==> config.mk <==
export PLATFORM = sky130hd
export DESIGN_NAME = traffic_pair_ctrl
export DESIGN_NICKNAME = d
export VERILOG_FILES = /design/src/rtl/traffic_pair_pkg.sv /design/src/rtl/traffic_phase_seq.sv /design/src/rtl/traffic_lamp_decode.sv /design/src/rtl/traffic_pair_ctrl.sv
export SDC_FILE = /design/constraint.sdc
export NUM_CORES = 1
export LEC_CHECK = 0
export ABC_CLOCK_PERIOD_IN_PS = 1000
export BUFFER_PORTS_ARGS = -buffer_cell sky130_fd_sc_hd__buf_2
export CORE_AREA = 2 2 39 41
export DETAILED_ROUTE_END_ITERATION = 6
export DIE_AREA = 0 0 41 43
export PLACE_DENSITY = 0.3
export SYNTH_ARGS = -nofsm -noshare
export SYNTH_HDL_FRONTEND = slang
export SYNTH_SLANG_ARGS = --single-unit
==> constraint.sdc <==
create_clock -name clk -period 1 [get_ports clk]
set_input_delay 0.15 -clock clk [delete_from_list [all_inputs] [get_ports clk]]
set_output_delay 0.15 -clock clk [all_outputs]
set_load 0.005 [all_outputs]
==> src/rtl/traffic_pair_pkg.sv <==
package traffic_pair_pkg;

  localparam int unsigned PHASE_W = 2;
  localparam int unsigned SIG_N   = 2;

  typedef enum logic [PHASE_W-1:0] {
    PH_GO1   = 2'd0,
    PH_WARN1 = 2'd1,
    PH_GO2   = 2'd2,
    PH_WARN2 = 2'd3
  } phase_t;

  typedef struct packed {
    logic red;
    logic amber;
    logic green;
  } lamp_t;

  // next phase from current phase and sampled timing level
  function automatic phase_t phase_next(phase_t p, logic t);
    phase_t n;
    case (p)
      PH_GO1:   n = t ? PH_WARN1 : PH_GO1;
      PH_WARN1: n = t ? PH_WARN1 : PH_GO2;
      PH_GO2:   n = t ? PH_WARN2 : PH_GO2;
      PH_WARN2: n = t ? PH_WARN2 : PH_GO1;
      default:  n = PH_GO1;
    endcase
    return n;
  endfunction

  // lamp pattern of signal idx in phase p: signal idx owns codes 2*idx and 2*idx+1
  function automatic lamp_t lamp_of(phase_t p, int unsigned idx);
    lamp_t l;
    l = '{red: 1'b1, amber: 1'b0, green: 1'b0};
    if (int'(p) == int'(2*idx))
      l = '{red: 1'b0, amber: 1'b0, green: 1'b1};
    else if (int'(p) == int'(2*idx + 1))
      l = '{red: 1'b0, amber: 1'b1, green: 1'b0};
    return l;
  endfunction

endpackage

==> src/rtl/traffic_phase_seq.sv <==
module traffic_phase_seq
  import traffic_pair_pkg::*;
(
  input  logic   clk,
  input  logic   rst_n,
  input  logic   timing_i,
  output phase_t phase_o,
  output logic   advance_o
);

  phase_t phase_q;
  phase_t phase_d;

  always_comb begin
    phase_d   = phase_next(phase_q, timing_i);
    advance_o = (phase_d != phase_q);
  end

  always_ff @(posedge clk or negedge rst_n) begin
    if (!rst_n) phase_q <= PH_GO1;
    else        phase_q <= phase_d;
  end

  assign phase_o = phase_q;


  green_hold_chk: assert property (@(posedge clk) disable iff (!rst_n)
    (!timing_i && !phase_q[0]) |=> $stable(phase_q));


  go1_to_warn_chk: assert property (@(posedge clk) disable iff (!rst_n)
    (timing_i && phase_q == PH_GO1) |=> (phase_q == PH_WARN1));


  go2_to_warn_chk: assert property (@(posedge clk) disable iff (!rst_n)
    (timing_i && phase_q == PH_GO2) |=> (phase_q == PH_WARN2));


  amber_hold_chk: assert property (@(posedge clk) disable iff (!rst_n)
    (timing_i && phase_q[0]) |=> $stable(phase_q));


  warn1_swap_chk: assert property (@(posedge clk) disable iff (!rst_n)
    (!timing_i && phase_q == PH_WARN1) |=> (phase_q == PH_GO2));


  warn2_swap_chk: assert property (@(posedge clk) disable iff (!rst_n)
    (!timing_i && phase_q == PH_WARN2) |=> (phase_q == PH_GO1));

endmodule

==> src/rtl/traffic_lamp_decode.sv <==
module traffic_lamp_decode
  import traffic_pair_pkg::*;
(
  input  logic                clk,
  input  logic                rst_n,
  input  phase_t              phase_i,
  output lamp_t [SIG_N-1:0]   lamps_o
);

  for (genvar g = 0; g < SIG_N; g++) begin : g_sig
    assign lamps_o[g] = lamp_of(phase_i, g);


    one_lamp_chk: assert property (@(posedge clk) disable iff (!rst_n)
      $onehot(lamps_o[g]));
  end


  cross_red_chk: assert property (@(posedge clk) disable iff (!rst_n)
    (lamps_o[0].red || lamps_o[1].red));

endmodule

==> src/rtl/traffic_pair_ctrl.sv <==
module traffic_pair_ctrl
  import traffic_pair_pkg::*;
(
  input  logic               clk,
  input  logic               rst_n,
  input  logic               timing_i,
  output logic               sig1_red,
  output logic               sig1_amber,
  output logic               sig1_green,
  output logic               sig2_red,
  output logic               sig2_amber,
  output logic               sig2_green,
  output logic [PHASE_W-1:0] phase_o
);

  phase_t            phase_w;
  logic              advance_w;
  lamp_t [SIG_N-1:0] lamps_w;

  traffic_phase_seq u_seq (
    .clk       (clk),
    .rst_n     (rst_n),
    .timing_i  (timing_i),
    .phase_o   (phase_w),
    .advance_o (advance_w)
  );

  traffic_lamp_decode u_dec (
    .clk     (clk),
    .rst_n   (rst_n),
    .phase_i (phase_w),
    .lamps_o (lamps_w)
  );

  assign phase_o    = phase_w;
  assign sig1_red   = lamps_w[0].red;
  assign sig1_amber = lamps_w[0].amber;
  assign sig1_green = lamps_w[0].green;
  assign sig2_red   = lamps_w[1].red;
  assign sig2_amber = lamps_w[1].amber;
  assign sig2_green = lamps_w[1].green;


  no_step_stable_chk: assert property (@(posedge clk) disable iff (!rst_n)
    !advance_w |=> ($stable(phase_o) && $stable({sig1_red, sig1_amber, sig1_green,
                                                  sig2_red, sig2_amber, sig2_green})));

endmodule

Word level (Yosys, flattened, before mapping)
Index checks and enable logic that the tools add are counted.
Operators by class
  equal/unequal tests: 6
  mux-type cells: 9
  reduce and logical (&&, ||, !) cells: 2
Operators with widths (count)
  $mux 3: 4
  $eq 2x2->1 const B: 4
  $pmux 2 s4: 1
  $eq 2x1->1 const B: 2
  $logic_not 2->1: 2
  $mux 2: 2
  $mux 1: 2
Storage, ports and cells
  flip-flop bits (word level): 2
  bits of input ports: 3

Depth between registers and ports, before layout
Gate-level depths: netlist of run 1.
  depth in word-level cells: 3
  gate-level depth with buffers: 2

Cells and area by module
A second synthesis of run 1 with hierarchy kept.
Second synthesis, totals
  cells, all modules: 12
  area, all modules: 116.4 um2
By module, submodules not included
  traffic_phase_seq: instances 1, cells each 6, area each 85.1 um2
  traffic_lamp_decode: instances 1, cells each 6, area each 31.3 um2

Least setup slack after synthesis of run 1
OpenSTA, ideal clock, no wires.
  path kind: flip-flop to flip-flop
  from: register u_seq.phase_q[0] (netlist: u_seq.phase_o[0])
  to: register u_seq.phase_q[1] (netlist: u_seq.phase_o[1])
  setup time: 0.122 ns
  arrival: 0.681 ns
  setup slack: 0.197 ns
  cell stages (with the launch flop): 3
  buffers on the path: 0
  cell sequence: dfrtp_1 and2b_1 xnor2_1
Between the ends
  longest elaborated chain between the ends: 2
  elaborated cells on any way between the ends: 5
  those cells by class: 3 x eq/ne; 1 x mux; 1 x reduce/logical
RTL lines
  start, declared: line traffic_phase_seq.sv:11  | phase_t phase_q;
  start signal, assigned: line traffic_phase_seq.sv:21  | else phase_q <= phase_d;
  $eq 2x2->1, or another cell as far along: line traffic_pair_pkg.sv:22  | case (p)
  $pmux 2 s4 *: line traffic_pair_pkg.sv:22
  named net u_seq.phase_d[1]: line traffic_phase_seq.sv:12  | phase_t phase_d;
The timed path passes the listed nets; every way through them passes the cells marked *.

Worst setup path in the final report of run 1
  from: register u_seq.phase_q[0] (netlist: u_seq.phase_o[0])
  to: output port sig2_amber
Between the ends
  longest elaborated chain between the ends: 3
  elaborated cells on any way between the ends: 4
  those cells by class: 2 x eq/ne; 2 x mux
RTL lines
  $eq 2x1->1: line traffic_pair_pkg.sv:38  | else if (int'(p) == int'(2*idx + 1))
  $mux 3: line traffic_pair_pkg.sv:38
  $mux 3 *: line traffic_pair_pkg.sv:36  | if (int'(p) == int'(2*idx))
  end, declared: line traffic_pair_ctrl.sv:11  | output logic sig2_amber,
Every way passes the cells marked *; elsewhere a longest branch is shown, timed or not.

==> summary.md, run 1 <==
| Metric | Value |
|---|---|
| DIE AREA | `0.00176 mm^2` |
| Gr ovfl total | `0` |
| Critical Path AT | `0.92 ns` |
| DR vias/cell | `3.00` |
| Area leader, netlist | `dfrtp_1` |
| Sequential share of the synthesized area | `50.6%` |
| Util after Layout | `15.8%` |
| Netlist cell types | `8` |
| CTS buffer count | `3` |
| Status | `finished, violations left` |
| Pwr per Cell Area | `2750 mW/mm^2` |
| Rel. slew slack | `91.8%` |
| GP Congestion | `0.559` |
| Worst setup path startpoint | `u_seq.phase_o[0]$_DFF_PN0_` |
| Clk slew on worst S/H paths | `0.03 ns` |
| Top layer in use | `met3` |
| Synth Area in XOR/XNOR | `8.86%` |
| Clock Sinks | `2` |
| Router iterations before antenna repair | `1` |
| Die span in y | `43 um` |
| Global router's overall resource usage | `4.71%` |
| Worst R2R Path Depth | `4` |
| Startpoint Class | `flop` |
| Setup TNS | `-0.179 ns` |
| Iter 0 DRT Violations | `0` |
| Compound-Gate Fraction of Synth Area | `0%` |
| Fraction of layout cells with a size suffix above 1 | `76.0%` |
| Clk_lat worst skew | `0.22 ns` |
| # DRC | `0` |
| Worst setup path end | `sig2_amber` |
| VDD IR max | `0.000677 V` |
| Setup Crit Path Kind | `reg -> out` |
| Actual slew at the worst max-slew pin | `0.123 ns` |
| Vias in the first global route | `104` |
| Mean Syn Cell Area | `8.99 um^2` |
| Post-Syn Instances | `11` |
| Reg2reg start | `u_seq.phase_o[1]$_DFF_PN0_` |
| Final non-filler cell total | `41` |
| First-pass GRT wire length | `455 um` |
| Final clock skew | `0.00173 ns` |
| Worst min path class | `in -> reg` |
| Final WL | `319 um` |
| Failing checks | `negative setup slack` |
| H-tree depth | `1` |
| Share of the synthesized area in the top cell type | `50.6%` |
| Die width | `41 um` |
| Initial antenna violation count | `0` |
| Final-stage net count | `30` |
| Met1 WL | `152 um` |
| P&R area growth vs syn | `122%` |
| Register bit total from synthesis | `2` |
| Max-cap violations | `0` |
| Syn Nets | `14` |
| RSZ-0062 raised after global routing | `true` |
| Total power | `603 uW` |
| Antenna cells | `0` |
| CTS tree | `built` |
| Clk root buf | `clkbuf_4` |
| Area of the core | `0.00138 mm^2` |
| Endpoints failing setup | `4` |
| Hold Slack | `0.0464 ns` |
| Post-route ant nets | `0` |
| Time the worst path needs with I/O delays and setup | `1.07 ns` |
| Post-DR wirelength/cell | `7.78 um` |
| Clock Tree Buf Depth | `2` |
| Largest net degree at the start of global routing | `7` |
| Yosys warning count | `0` |
| DR WL met3 | `32 um` |
| Post-synthesis mux area share | `0%` |
| Worst Path Required | `0.85 ns` |
| Largest register FFs | `2` |
| Final period util | `107%` |
| R2r setup slk | `0.07 ns` |
| Via count | `123` |
| Fmax | `0.937 GHz` |
| Synthesized area | `98.8 um^2` |
| # rows | `14` |
| Simple-Gate Fraction of Synth Area | `29.1%` |
| Initial Utilization | `7.14%` |
| R2r endpoint | `u_seq.phase_o[1]$_DFF_PN0_` |
| # placed instances | `35` |
| Top-level I/O count | `11` |
| Hold Violations, Final | `0` |
| Largest cells by area after synthesis | `dfrtp_1 51%, xnor2_1 8.9%, and2_2 7.6%` |
| Largest family of logic cells by synthesized area | `simple AND/OR/NAND/NOR gates` |
| Met2 routed WL | `134 um` |
| Crit Path Max Fanout | `6` |
| I/O Buffers | `10` |
| Final worst slack | `-0.0672 ns` |
| Max-slew violation count | `0` |
| Pleak | `0.000115 uW` |
| Critical path endpoint category | `output port` |
| Post-Synth Adder-Cell Area | `0%` |
## cell usage in the layout, fill, tap and decap left out
master / n
inv_2: 1
dfrtp_2: 2
buf_6: 1
and2b_1: 1
buf_2: 9
and2_4: 1
clkbuf_4: 3
buf_4: 2
nor2_1: 2
dlygate4sd3_1: 1
nor2b_1: 1
xnor2_1: 1
## repair_timing
action / 4_1_cts / 5_1_grt
resized for setup: 3 / 1
endpoints found under the hold margin: 2 / 0
hold buffers: 1 / 0
setup buffers: 1 / 1
setup endpoints to repair: 5 / 5
pin swaps: 1 / 2
## power by group
part           switching, uW  internal [uW]
Clock                   44.7            132
Combinational           98.4            178
Sequential              40.0            109
Total                    183            419
## final cells by class
class	instances	area, um^2
timing repair buffer	13	81.3
inverter	1	3.75
multi-input combinational	6	38.8
clock buffer	3	22.5
sequential	2	52.6
fill	158	1160
tap	16	20.0
## cell families (layout without fill, tap and decap cells)
family | count (synthesis) | in the layout
simple gates | 5 | 5
flops | 2 | 2
xor+xnor | 1 | 1
buf+inv | 3 | 17
## metrics by stage
step	worst slack [ns]	area, um^2
floorplan	0.197	98.8
global placement	0.134	161
detailed placement	0.112	161
CTS	-0.0884	210
global route	-0.122	219
finish	-0.0672	219
## layer usage
| metal | GRT usage, % | vias up |
|---|---|---|
| li1 | - | 62 |
| met1 | 5.13 | 50 |
| met2 | 5.00 | 11 |
| met3 | 1.57 | 0 |
| met4 | 8.00 | 0 |
| met5 | 0 | - |
## critical path: stages, from the launching register on
cell and delay, ns:
dfrtp_2 0.42, and2_4 0.17, buf_6 0.10
## worst min path at each step
stage | from | end | slack [ns] | cells after the start
final | timing_i | u_seq.phase_o[0]$_DFF_PN0_ | 0.05 | 1
after global placement | rst_n | u_seq.phase_o[0]$_DFF_PN0_ | -0.07 | 1
after floorplan | rst_n | u_seq.phase_o[0]$_DFF_PN0_ | -0.15 | 0
after global routing | timing_i | u_seq.phase_o[0]$_DFF_PN0_ | 0.03 | 1
after detailed placement | rst_n | u_seq.phase_o[0]$_DFF_PN0_ | -0.06 | 1
after CTS | timing_i | u_seq.phase_o[0]$_DFF_PN0_ | 0.03 | 1
## cell usage after synthesis, drive strengths merged
library cell / count
and2: 1
inv: 1
and2b: 1
nor2b: 1
clkbuf: 2
nor2: 2
xnor2: 1
dfrtp: 2
(Power assumes the default switching activity.)
==> run 2, diff against run 1 <==
--- a/config.mk
+++ b/config.mk
@@ -11,6 +11,7 @@
 export DETAILED_ROUTE_END_ITERATION = 6
 export DIE_AREA = 0 0 41 43
 export PLACE_DENSITY = 0.3
+export SKIP_LAST_GASP = 1
 export SYNTH_ARGS = -nofsm -noshare
 export SYNTH_HDL_FRONTEND = slang
 export SYNTH_SLANG_ARGS = --single-unit
==> run 2 against run 1 <==
The flow still finishes with violations (negative setup slack); clock power about the same; utilization down 0.45 points; combinational power down 5%; count of clock-buffer cells in the layout unchanged; setup slack worse by 0.0093 ns; register-to-register slack about the same; die area unchanged; critical path depth unchanged; maximum frequency down 0.86%.
==> summary.md, run 2 (synthesis results as in run 1) <==
| Metric | Value |
|---|---|
| Status | `finished, violations left` |
| Failing checks | `negative setup slack` |
| Clock Sinks | `2` |
| Die span in y | `43 um` |
| Via count | `124` |
| Clk root buf | `clkbuf_4` |
| Slowest cell on the critical path | `dfrtp_2` |
| Largest stage delay, worst path | `0.43 ns` |
| Final clock skew | `0.00173 ns` |
| Top-level I/O count | `11` |
| Time the worst path needs with I/O delays and setup | `1.08 ns` |
| Hold Violations, Final | `0` |
| DR vias/cell | `3.02` |
| Most frequent cells in the layout | `10 x buf_2, 3 x clkbuf_4, 2 x nor2_1, 2 x buf_4, 2 x dfrtp_2` |
| First-pass GRT wire length | `483 um` |
| I/O Buffers | `10` |
| Actual slew at the worst max-slew pin | `0.120 ns` |
| Antenna cells | `0` |
| Crit Path Max Fanout | `6` |
| CP top delay family | `flip-flops` |
| Pwr per Cell Area | `2760 mW/mm^2` |
| Vias in the first global route | `114` |
| Final worst slack | `-0.0765 ns` |
| DIE AREA | `0.00176 mm^2` |
| Gr ovfl total | `0` |
| Fmax | `0.929 GHz` |
| Rel. slew slack | `92.0%` |
| Critical path endpoint category | `output port` |
| H-tree depth | `1` |
| Largest register FFs | `2` |
| Max-slew violation count | `0` |
| Post-DR wirelength/cell | `7.93 um` |
| Crit-path cells | `and2_4 > buf_2` |
| Pleak | `0.000114 uW` |
| Post-route ant nets | `0` |
| Largest net degree at the start of global routing | `7` |
| Startpoint Class | `flop` |
| Setup slack at placement | `0.112 ns` |
| Initial Utilization | `7.14%` |
| Critical Path AT | `0.93 ns` |
| Die width | `41 um` |
| Max-cap violations | `0` |
| GP Congestion | `0.559` |
| Total power | `586 uW` |
| Endpoints failing setup | `4` |
| CP Buf/Inv Count | `1` |
| VDD IR max | `0.000659 V` |
| Hold Slack | `0.0464 ns` |
| Global router's overall resource usage | `4.91%` |
| Clk_lat worst skew | `0.22 ns` |
| Clock Tree Buf Depth | `2` |
| Worst min path class | `in -> reg` |
| P&R area growth vs syn | `115%` |
| # rows | `14` |
| RSZ-0062 raised after global routing | `true` |
| CTS buffer count | `3` |
| Initial antenna violation count | `0` |
| Area of the core | `0.00138 mm^2` |
| Final period util | `108%` |
| Fraction of layout cells with a size suffix above 1 | `76.0%` |
| Most common cell after layout, fill and taps aside | `buf_2` |
| Setup TNS | `-0.188 ns` |
| Router iterations before antenna repair | `1` |
| Clk slew on worst S/H paths | `0.03 ns` |
| Worst Path Required | `0.85 ns` |
| Iter 0 DRT Violations | `0` |
| Final WL | `325 um` |
| CTS tree | `built` |
| # DRC | `0` |
| Final-stage net count | `30` |
| Setup Crit Path Kind | `reg -> out` |
run 2: cell types whose count changed in the layout (fill, tap and decap cells not counted):
cell	change
buf_2	+1
buf_6	-1
run 2: per-layer routing:
metal / global-route usage [%] / up-vias / part of all wire, %
met1: 5.13 / 51 / 46
met5: 0 / - / 0
met4: 8.00 / 0 / 0
met3: 1.57 / 0 / 10
met2: 5.63 / 11 / 43
li1: - / 62 / -
run 2: metrics by stage:
stage               cell area, um^2  util, %  cells
global placement                161     11.7     35
floorplan                      98.8        -     11
global route                    213     15.4     41
CTS                             204     14.7     40
detailed placement              161     11.7     35
finish                          213     15.4     41
run 2: path summary, 6_finish.rpt:
path                                             from  cells after the start  slack (ns)                    endpoint
max                        u_seq.phase_o[0]$_DFF_PN0_                      2       -0.08                  sig2_amber
min                                          timing_i                      1        0.05  u_seq.phase_o[0]$_DFF_PN0_
max reg2reg                u_seq.phase_o[1]$_DFF_PN0_                      4        0.07  u_seq.phase_o[1]$_DFF_PN0_
min reg2reg                u_seq.phase_o[0]$_DFF_PN0_                      2        0.65  u_seq.phase_o[1]$_DFF_PN0_
max in group asynchronous                       rst_n                      2        0.63  u_seq.phase_o[0]$_DFF_PN0_
min in group asynchronous                       rst_n                      2        0.26  u_seq.phase_o[1]$_DFF_PN0_
run 2: cell type report:
class                           instances  area (um^2)
Multi-Input combinational cell          6         38.8
Tap cell                               16         20.0
Fill cell                             159         1170
Timing Repair Buffer                   13         75.1
Clock buffer                            3         22.5
Inverter                                1         3.75
Sequential cell                         2         52.6
run 2: repair_timing:
action,in CTS,in global routing
endpoints found under the setup margin,5,5
pin swaps,1,2
hold buffers,1,0
setup buffers,1,1
gates resized for setup,2,1
endpoints found under the hold margin,2,0
run 2: worst reg2reg max path: cells and delay by family, from the launching register on:
family,cells,cell delay (ns)
XOR/XNOR,1,0.11
buffers and inverters,3,0.30
flip-flops,1,0.40
run 2: power by group:
group          switching [uW]  total (uW)  leakage [uW]  internal [uW]
combinational            95.7         261     0.0000784            165
sequential               39.2         148     0.0000213            109
clock                    44.7         177     0.0000138            132
total                     180         586      0.000114            407
